$ cat config.mk
export PLATFORM = sky130hd
export DESIGN_NAME = pvmad_unit
export DESIGN_NICKNAME = d
export VERILOG_FILES = /design/src/rtl/pvmad_unit.sv
export SDC_FILE = /design/constraint.sdc
export NUM_CORES = 1
export LEC_CHECK = 0
export BUFFER_PORTS_ARGS = -buffer_cell sky130_fd_sc_hd__buf_2
export CAP_MARGIN = 20
export CELL_PAD_IN_SITES_DETAIL_PLACEMENT = 0
export CELL_PAD_IN_SITES_GLOBAL_PLACEMENT = 2
export CORE_ASPECT_RATIO = 0.6
export CORE_MARGIN = 4
export CORE_UTILIZATION = 39
export CTS_BUF_LIST = sky130_fd_sc_hd__clkbuf_4 sky130_fd_sc_hd__clkbuf_8 sky130_fd_sc_hd__clkbuf_16
export DETAILED_ROUTE_END_ITERATION = 6
export GPL_ROUTABILITY_DRIVEN = 1
export GPL_TIMING_DRIVEN = 0
export PLACE_DENSITY_LB_ADDON = 0.1
export SLEW_MARGIN = 20
export SYNTH_ARGS = -nofsm -noshare
export SYNTH_HDL_FRONTEND = slang
export SYNTH_SLANG_ARGS = --single-unit
$ cat constraint.sdc
create_clock -name clk -period 0.8 [get_ports clk]
set_input_delay 0.04 -clock clk [delete_from_list [all_inputs] [get_ports clk]]
set_output_delay 0.04 -clock clk [all_outputs]
set_load 0.01 [all_outputs]
$ cat src/rtl/pvmad_unit.sv
module pvmad_unit #(
  parameter int W = 32
) (
  input  logic         clk,
  input  logic         rst_n,
  input  logic         in_valid,
  input  logic [W-1:0] src_a,
  input  logic [W-1:0] src_b,
  input  logic [W-1:0] src_c,
  input  logic [15:0]  imm16,
  input  logic         a_half,
  input  logic [1:0]   a_kind,
  input  logic [1:0]   a_lane,
  input  logic         a_signed,
  input  logic         b_half,
  input  logic [1:0]   b_kind,
  input  logic [1:0]   b_lane,
  input  logic         b_signed,
  input  logic         b_from_reg,
  input  logic [1:0]   shift_sel,
  input  logic         want_flags,
  output logic         out_valid,
  output logic [W-1:0] result,
  output logic         flag_zero,
  output logic         flag_neg,
  output logic         bad_operand
);
  localparam int HW = W / 2;

  function automatic logic [W-1:0] pick(input logic [W-1:0] r, input logic half,
                                        input logic [1:0] kind, input logic [1:0] lane,
                                        input logic sgn);
    logic [7:0]    by;
    logic [HW-1:0] hw;
    by = 8'(r >> {lane, 3'b000});
    hw = kind[0] ? r[W-1:HW] : r[HW-1:0];
    if (!half) pick = sgn ? {{(W-8){by[7]}}, by} : {{(W-8){1'b0}}, by};
    else       pick = sgn ? {{(W-HW){hw[HW-1]}}, hw} : {{(W-HW){1'b0}}, hw};
  endfunction

  logic [W-1:0] op_a, op_b, sum, shifted, nxt;
  logic         signed_mode, bad;

  assign op_a = pick(src_a, a_half, a_kind, a_lane, a_signed);
  assign op_b = b_from_reg ? pick(src_b, b_half, b_kind, b_lane, b_signed)
              : (b_signed ? {{(W-16){imm16[15]}}, imm16} : {{(W-16){1'b0}}, imm16});
  assign signed_mode = a_signed | b_signed;
  assign bad = (a_half & a_kind[1]) | (b_from_reg & b_half & b_kind[1]);
  assign sum = W'(op_a * op_b) + src_c;

  always_comb begin
    case (shift_sel)
      2'd1:    shifted = signed_mode ? W'($signed(sum) >>> 7)  : sum >> 7;
      2'd2:    shifted = signed_mode ? W'($signed(sum) >>> 15) : sum >> 15;
      default: shifted = sum;
    endcase
  end

  assign nxt = bad ? '0 : shifted;

  always_ff @(posedge clk or negedge rst_n) begin
    if (!rst_n) begin
      out_valid   <= 1'b0;
      result      <= '0;
      flag_zero   <= 1'b0;
      flag_neg    <= 1'b0;
      bad_operand <= 1'b0;
    end else begin
      out_valid <= in_valid;
      if (in_valid) begin
        result      <= nxt;
        bad_operand <= bad;
        flag_zero   <= want_flags & ~bad & (nxt == '0);
        flag_neg    <= want_flags & ~bad & nxt[W-1];
      end
    end
  end
endmodule


=== After elaboration in Yosys (flattened, before gate mapping) ===
Index checks and enable logic that the tools add are counted.

* Flip-flop bits (word level): 36
* Latch bits: 0
* Bits in writable memories: 0
* Bits in read-only memories: 0
* Input bits: 131
* Output and inout bits: 36
* Word-level logic and storage cells: 35
* Memories: 0

* Add/subtract/negate cells: 1
* Multiply operators: 1
* Divide/modulo/power cells: 0
* $lt $le $gt $ge: 0
* Equal/unequal tests: 2
* Shift-type cells: 2
* Muxes and demuxes: 14
* Bitwise operators: 9
* Reduce and logical (&&, ||, !) cells: 1

{| class="wikitable"
|+ Operators with widths
! cell !! number
|-
| two-way mux 32 bit || 11
|-
| case mux 32 bit (2 select lines) || 1
|-
| right shift 32 x 5 -> 8 bit || 2
|-
| adder 32 bit || 1
|-
| logical NOT 32 bit || 1
|-
| multiplier 32 x 32 -> 32 bit || 1
|-
| two-way mux 16 bit || 2
|-
| AND 1 bit || 6
|-
| equality test 2 x 1 -> 1 bit, second input constant || 1
|-
| equality test 2 bit, second input constant || 1
|-
| OR 1 bit || 2
|-
| NOT 1 bit || 1
|}

=== Logic depth before layout (Yosys ltp) ===
* Depth in word-level cells: 11
* Gate-level depth with buffers: 36

=== Least setup slack after synthesis ===
Ideal clock, no wire load.

* Path kind: input to register
* Start: input b_kind[0]
* End: register flag_zero
* Setup time: 121 ps
* Arrival: 9,017 ps
* Data required time: 679 ps
* Path slack: -8,338 ps
* Cell stages on the path: 31
* Path buffers: 3
* Path through: buf_4 > buf_1 > mux2i_1 > o21ai_0 > mux2_2 > nand2_1 > fa_1 > fa_1 > inv_1 > fa_1 > inv_1 > fa_1 > inv_1 > fa_1 > fa_1 > fa_1 > inv_1 > fa_1 > inv_1 > ha_1 > clkbuf_1 > a21oi_1 > o21ai_1 > a2111oi_2 > o21ai_0 > a2111oi_1 > nor4_4 > a221oi_1 > nor4_1 > nor4bb_1 > a22o_1

* Cells in the longest elaborated chain, start to end: 11
* Elaborated cells between the ends (all ways): 12

{| class="wikitable"
|+ Ends and longest elaborated chain
! what !! line !! text
|-
| from (decl) || 16 || <nowiki>input logic [1:0] b_kind,</nowiki>
|-
| two-way mux 16 bit * || 36 || <nowiki>hw = kind[0] ? r[W-1:HW] : r[HW-1:0];</nowiki>
|-
| two-way mux 32 bit * || 38 || <nowiki>else pick = sgn ? {{(W-HW){hw[HW-1]}}, hw} : {{(W-HW){1'b0}}, hw};</nowiki>
|-
| two-way mux 32 bit * || 37 || <nowiki>if (!half) pick = sgn ? {{(W-8){by[7]}}, by} : {{(W-8){1'b0}}, by};</nowiki>
|-
| two-way mux 32 bit * || 45 || <nowiki>assign op_b = b_from_reg ? pick(src_b, b_half, b_kind, b_lane, b_signed)</nowiki>
|-
| multiplier 32 x 32 -> 32 bit * || 49 || <nowiki>assign sum = W'(op_a * op_b) + src_c;</nowiki>
|-
| adder 32 bit * || 49 ||
|-
| two-way mux 32 bit (on tied branches) || 54, 53 ||
|-
| case mux 32 bit (2 select lines) * || 52 || <nowiki>case (shift_sel)</nowiki>
|-
| two-way mux 32 bit * || 59 || <nowiki>assign nxt = bad ? '0 : shifted;</nowiki>
|-
| logical NOT 32 bit * || 73 || <nowiki>flag_zero <= want_flags & ~bad & (nxt == '0);</nowiki>
|-
| AND 1 bit * || 73 ||
|-
| to (signal assigned) || 73 ||
|-
| to (decl) || 24 || <nowiki>output logic flag_zero,</nowiki>
|}

Mark *: on every way between the ends. The rest lies on a longest branch, timed or not.
A chain may end at the register's enable or synchronous reset.

=== Worst setup path in the final report ===
* Start: input a_lane[1]
* End: register flag_zero

* Cells in the longest elaborated chain, start to end: 10
* Elaborated cells between the ends (all ways): 11

{| class="wikitable"
|+ Ends and longest elaborated chain
! what !! line !! text
|-
| from (decl) || 13 || <nowiki>input logic [1:0] a_lane,</nowiki>
|-
| right shift 32 x 5 -> 8 bit * || 35 || <nowiki>by = 8'(r >> {lane, 3'b000});</nowiki>
|-
| two-way mux 32 bit * (2 in series) || 37 ||
|-
| multiplier 32 x 32 -> 32 bit * || 49 ||
|-
| adder 32 bit * || 49 ||
|-
| two-way mux 32 bit (on tied branches) || 54, 53 ||
|-
| case mux 32 bit (2 select lines) * || 52 ||
|-
| two-way mux 32 bit * || 59 ||
|-
| logical NOT 32 bit * || 73 ||
|-
| AND 1 bit * || 73 ||
|}

Marks and branches as above.

==> flow_summary.rst <==
.. list-table::
   :header-rows: 1

   * - Metric
     - Value
   * - Outcome
     - finished with violations
   * - Violated checks
     - hold timing, setup timing
   * - Hold bufs inserted after CTS
     - 1
   * - Remaining global-route overflow
     - 0
   * - DR DRC count
     - 0
   * - Input/output buffers
     - 158
   * - Uppermost layer routed
     - met5
   * - Leading area contributor after synthesis
     - fa_1
   * - Top delay family on crit path
     - adder cells
   * - Final HPWL from detailed placement
     - 55,000 microns
   * - Routed wire length on met2
     - 25,700 microns
   * - Die Area
     - 0.0501 sq mm
   * - Worst EP arrival
     - 8.79 ns
   * - Clk root buf
     - clkbuf_16
   * - Register clock-pin slew on the reported worst setup and hold paths
     - 0.06 ns
   * - Crit share post-route
     - 1070%
   * - Number of cells on the critical path
     - 35
   * - Initial antenna violation count
     - 0
   * - Routed vias/inst
     - 5.14
   * - Clock Skew
     - 0 ns
   * - Number of rows created at floorplan
     - 60
   * - Cell types with the highest counts after synthesis
     - 522 x inv_1, 392 x fa_1, 204 x nor2_1
   * - Class of the most critical hold timing path
     - in2async
   * - Number of global-route vias before repair
     - 16.7k
   * - Die height
     - 175 microns
   * - Slowest cell delay on critical path
     - 0.54 ns
   * - TritonCTS sink count
     - 36
   * - Crit Path Category
     - in2reg
   * - Fmax
     - 117 MHz
   * - Number of buffers between clock root and the deepest sink
     - 2
   * - Count of cells along the worst register-to-register path
     - 3
   * - Synth unique cells
     - 87
   * - CTS buffer count
     - 5
   * - Synthesized netlist cell count
     - 2,034
   * - Top cell type's share of synthesized area
     - 43.3%
   * - Worst path most repeated cell
     - fa_1
   * - Crit start category
     - input port
   * - Period minus WS final
     - 8.57 ns
   * - Part of the Yosys area used for sequential elements
     - 4.98%
   * - Routability congestion estimate from global placement
     - 0.958
   * - Largest cells by area after synthesis
     - fa_1 43%, inv_1 11%, ha_1 8.6%
   * - Final routed wirelength across all metal layers
     - 66,000 microns
   * - Final-report hold violation count
     - 36
   * - Data required, critical path
     - 1.02 ns
   * - Placement-stage cell area
     - 0.0205 sq mm
   * - Max-cap viol count
     - 0
   * - Final worst hold slack
     - -0.149 ns
   * - Pin count of the biggest net entering global routing
     - 37
   * - Detailed-routing wirelength on met1
     - 31,700 microns
   * - Count of H-tree levels built during CTS
     - 2
   * - Worst setup EP type
     - flop
   * - Placeable Area
     - 0.0453 sq mm
   * - Total length of routed met3 wires
     - 7490 microns
   * - Unrepaired setup endpoints after global routing
     - true
   * - Post-layout net count
     - 3,053
   * - Post-synthesis area per instance
     - 8.90 sq um
   * - Total standard cell area after synthesis
     - 0.0181 sq mm
   * - Yosys warns
     - 0
   * - Max-slew violation count
     - 0
   * - Routed via count
     - 15.6k
   * - Final design area excluding fillers
     - 0.0240 sq mm
   * - Worst slack at placement
     - -9.03 ns
   * - Post-detailed-route count of antenna-violating nets
     - 0
   * - Global-route wire length before repair
     - 102,000 microns
   * - All-Layer GR Usage
     - 26.8%
   * - Slowest-stage cell, CP
     - fa_1
   * - Fraction of layout cells with a size suffix above 1
     - 32.1%
   * - Starting density of the core
     - 39.9%
   * - Slew margin rel.
     - 42.2%
   * - Diodes inserted
     - 0
   * - Post-synth EDFFs
     - 0
   * - Detailed-route wire length per cell
     - 21.8 microns
   * - Area growth from synthesis to layout
     - 32.7%
   * - First-iteration detailed-routing DRC count
     - 1,108
   * - Worst-margin pin slew
     - 0.867 ns
   * - Synthesized Nets
     - 2,681
   * - WP buf/inv
     - 12
   * - First-pass iteration count of the detailed router
     - 6
   * - Clock tree from TritonCTS
     - done
   * - Largest fanout of any net on the critical path
     - 4
   * - PnR worst setup slack
     - -7.77 ns
   * - Ys flop type
     - dfrtp_1
   * - Yosys reg bits
     - 36
   * - Number of top-level design ports
     - 167
   * - Library cell with the highest instance count after synthesis
     - inv_1
   * - Insertion delay of the later-clocked pin in the worst-skew pair
     - 0.28 ns
   * - Final-report setup violation count
     - 71
   * - Asr flop ratio synth
     - 100%
   * - Die extent in x
     - 286 microns
## stage by stage
step                      hold slack, ns  TNS (ns)  std cells  util, %
after global placement             0.164   -291.23       2812     45.1
after floorplan                   -0.256   -231.83       2034        -
after detailed placement           0.174   -277.29       2815     45.2
after CTS                         -0.122   -241.17       2968     50.6
after global routing             -0.0650   -251.54       3027     53.0
final                             -0.149   -241.72       3027     53.0
## cells by family (layout without fill, tap and decap cells)
kind of cell / count (synthesis) / after routing / share of synthesized area [%]
and+or+nand+nor: 481 / 481 / 11.6
adders and majority gates: 516 / 516 / 51.9
AOI/OAI and AO/OA: 271 / 271 / 10.0
DFF: 36 / 36 / 4.98
xor gates and xnor gates: 57 / 57 / 3.19
buffers and inverters: 597 / 970 / 12.7
muxes: 76 / 76 / 5.60
## worst reg2reg max path: stages, from the launching register on
cell	delay [ns]
dfrtp_1	0.37
buf_4	0.13
nand2_1	0.08
o31ai_2	0.08
## flip-flops by register name, summed over array words and instances, names as in the netlist
name,cells
result,32
bad_operand,1
out_valid,1
flag_zero,1
flag_neg,1
## placed cells by master, fill, tap and decap left out, types with 11 or more instances in the layout
cell      Yosys  layout
a21o_1       30      26
a21oi_1      67      25
a21oi_2       0      17
a21oi_4       0      25
a31oi_4       0      15
buf_2         3     162
buf_4         3     169
buf_6         3      43
buf_8         1      13
clkbuf_1     57      14
clkbuf_8      0      17
dfrtp_1      36      36
fa_1        392     357
fa_2          0      35
ha_1        124     102
ha_4          0      15
inv_1       522     485
inv_2         1      35
mux2_4        0      14
mux2i_1      39      32
mux4_2        9      13
nand2_1     160     144
nand2b_1     30      27
nor2_1      204     182
nor2_4        0      16
nor2b_1      13      13
o21ai_0      50      28
o21ai_1       9      16
o21ai_2       1      12
xnor2_1      38      34
xor2_1       13      11
## path summary, 6_finish.rpt
kind	start	endpoint	slack [ns]
max in group asynchronous	rst_n	result[15]	0.43
worst min register to register	result[11]	result[11]	0.48
worst min-delay path	rst_n	result[2]	-0.15
worst max-delay path	a_lane[1]	flag_zero	-7.77
worst max register to register	result[7]	result[7]	-0.02
min in group clk	in_valid	result[28]	0.20
## cell type report
type	instances	area [sq um]
fillers	4324	21300
multi-input cells	1401	16900
repair buffers	369	2630
inverters	523	1980
flip-flops and latches	36	901
well taps	620	776
plain buffers	70	729
clock buffers	5	125
clock inverters	3	42.5
## per-layer routing
metal  GRT usage, %  up-vias
met2           36.2      602
li1               -     6995
met3           9.48       57
met4           3.45        2
met5           1.35        -
met1           41.7     7909
## timing repair
action / 4_1_cts / 5_1_grt
endpoints found under the setup margin: 71 / 71
gates resized for setup: 249 / 165
gates cloned: 3 / 0
pin swaps: 97 / 130
setup buffers: 144 / 62
endpoints found under the hold margin: 37 / 36
Power is not shown: default switching activity piles up to over one toggle a cycle in this logic, so the estimate is an artifact.
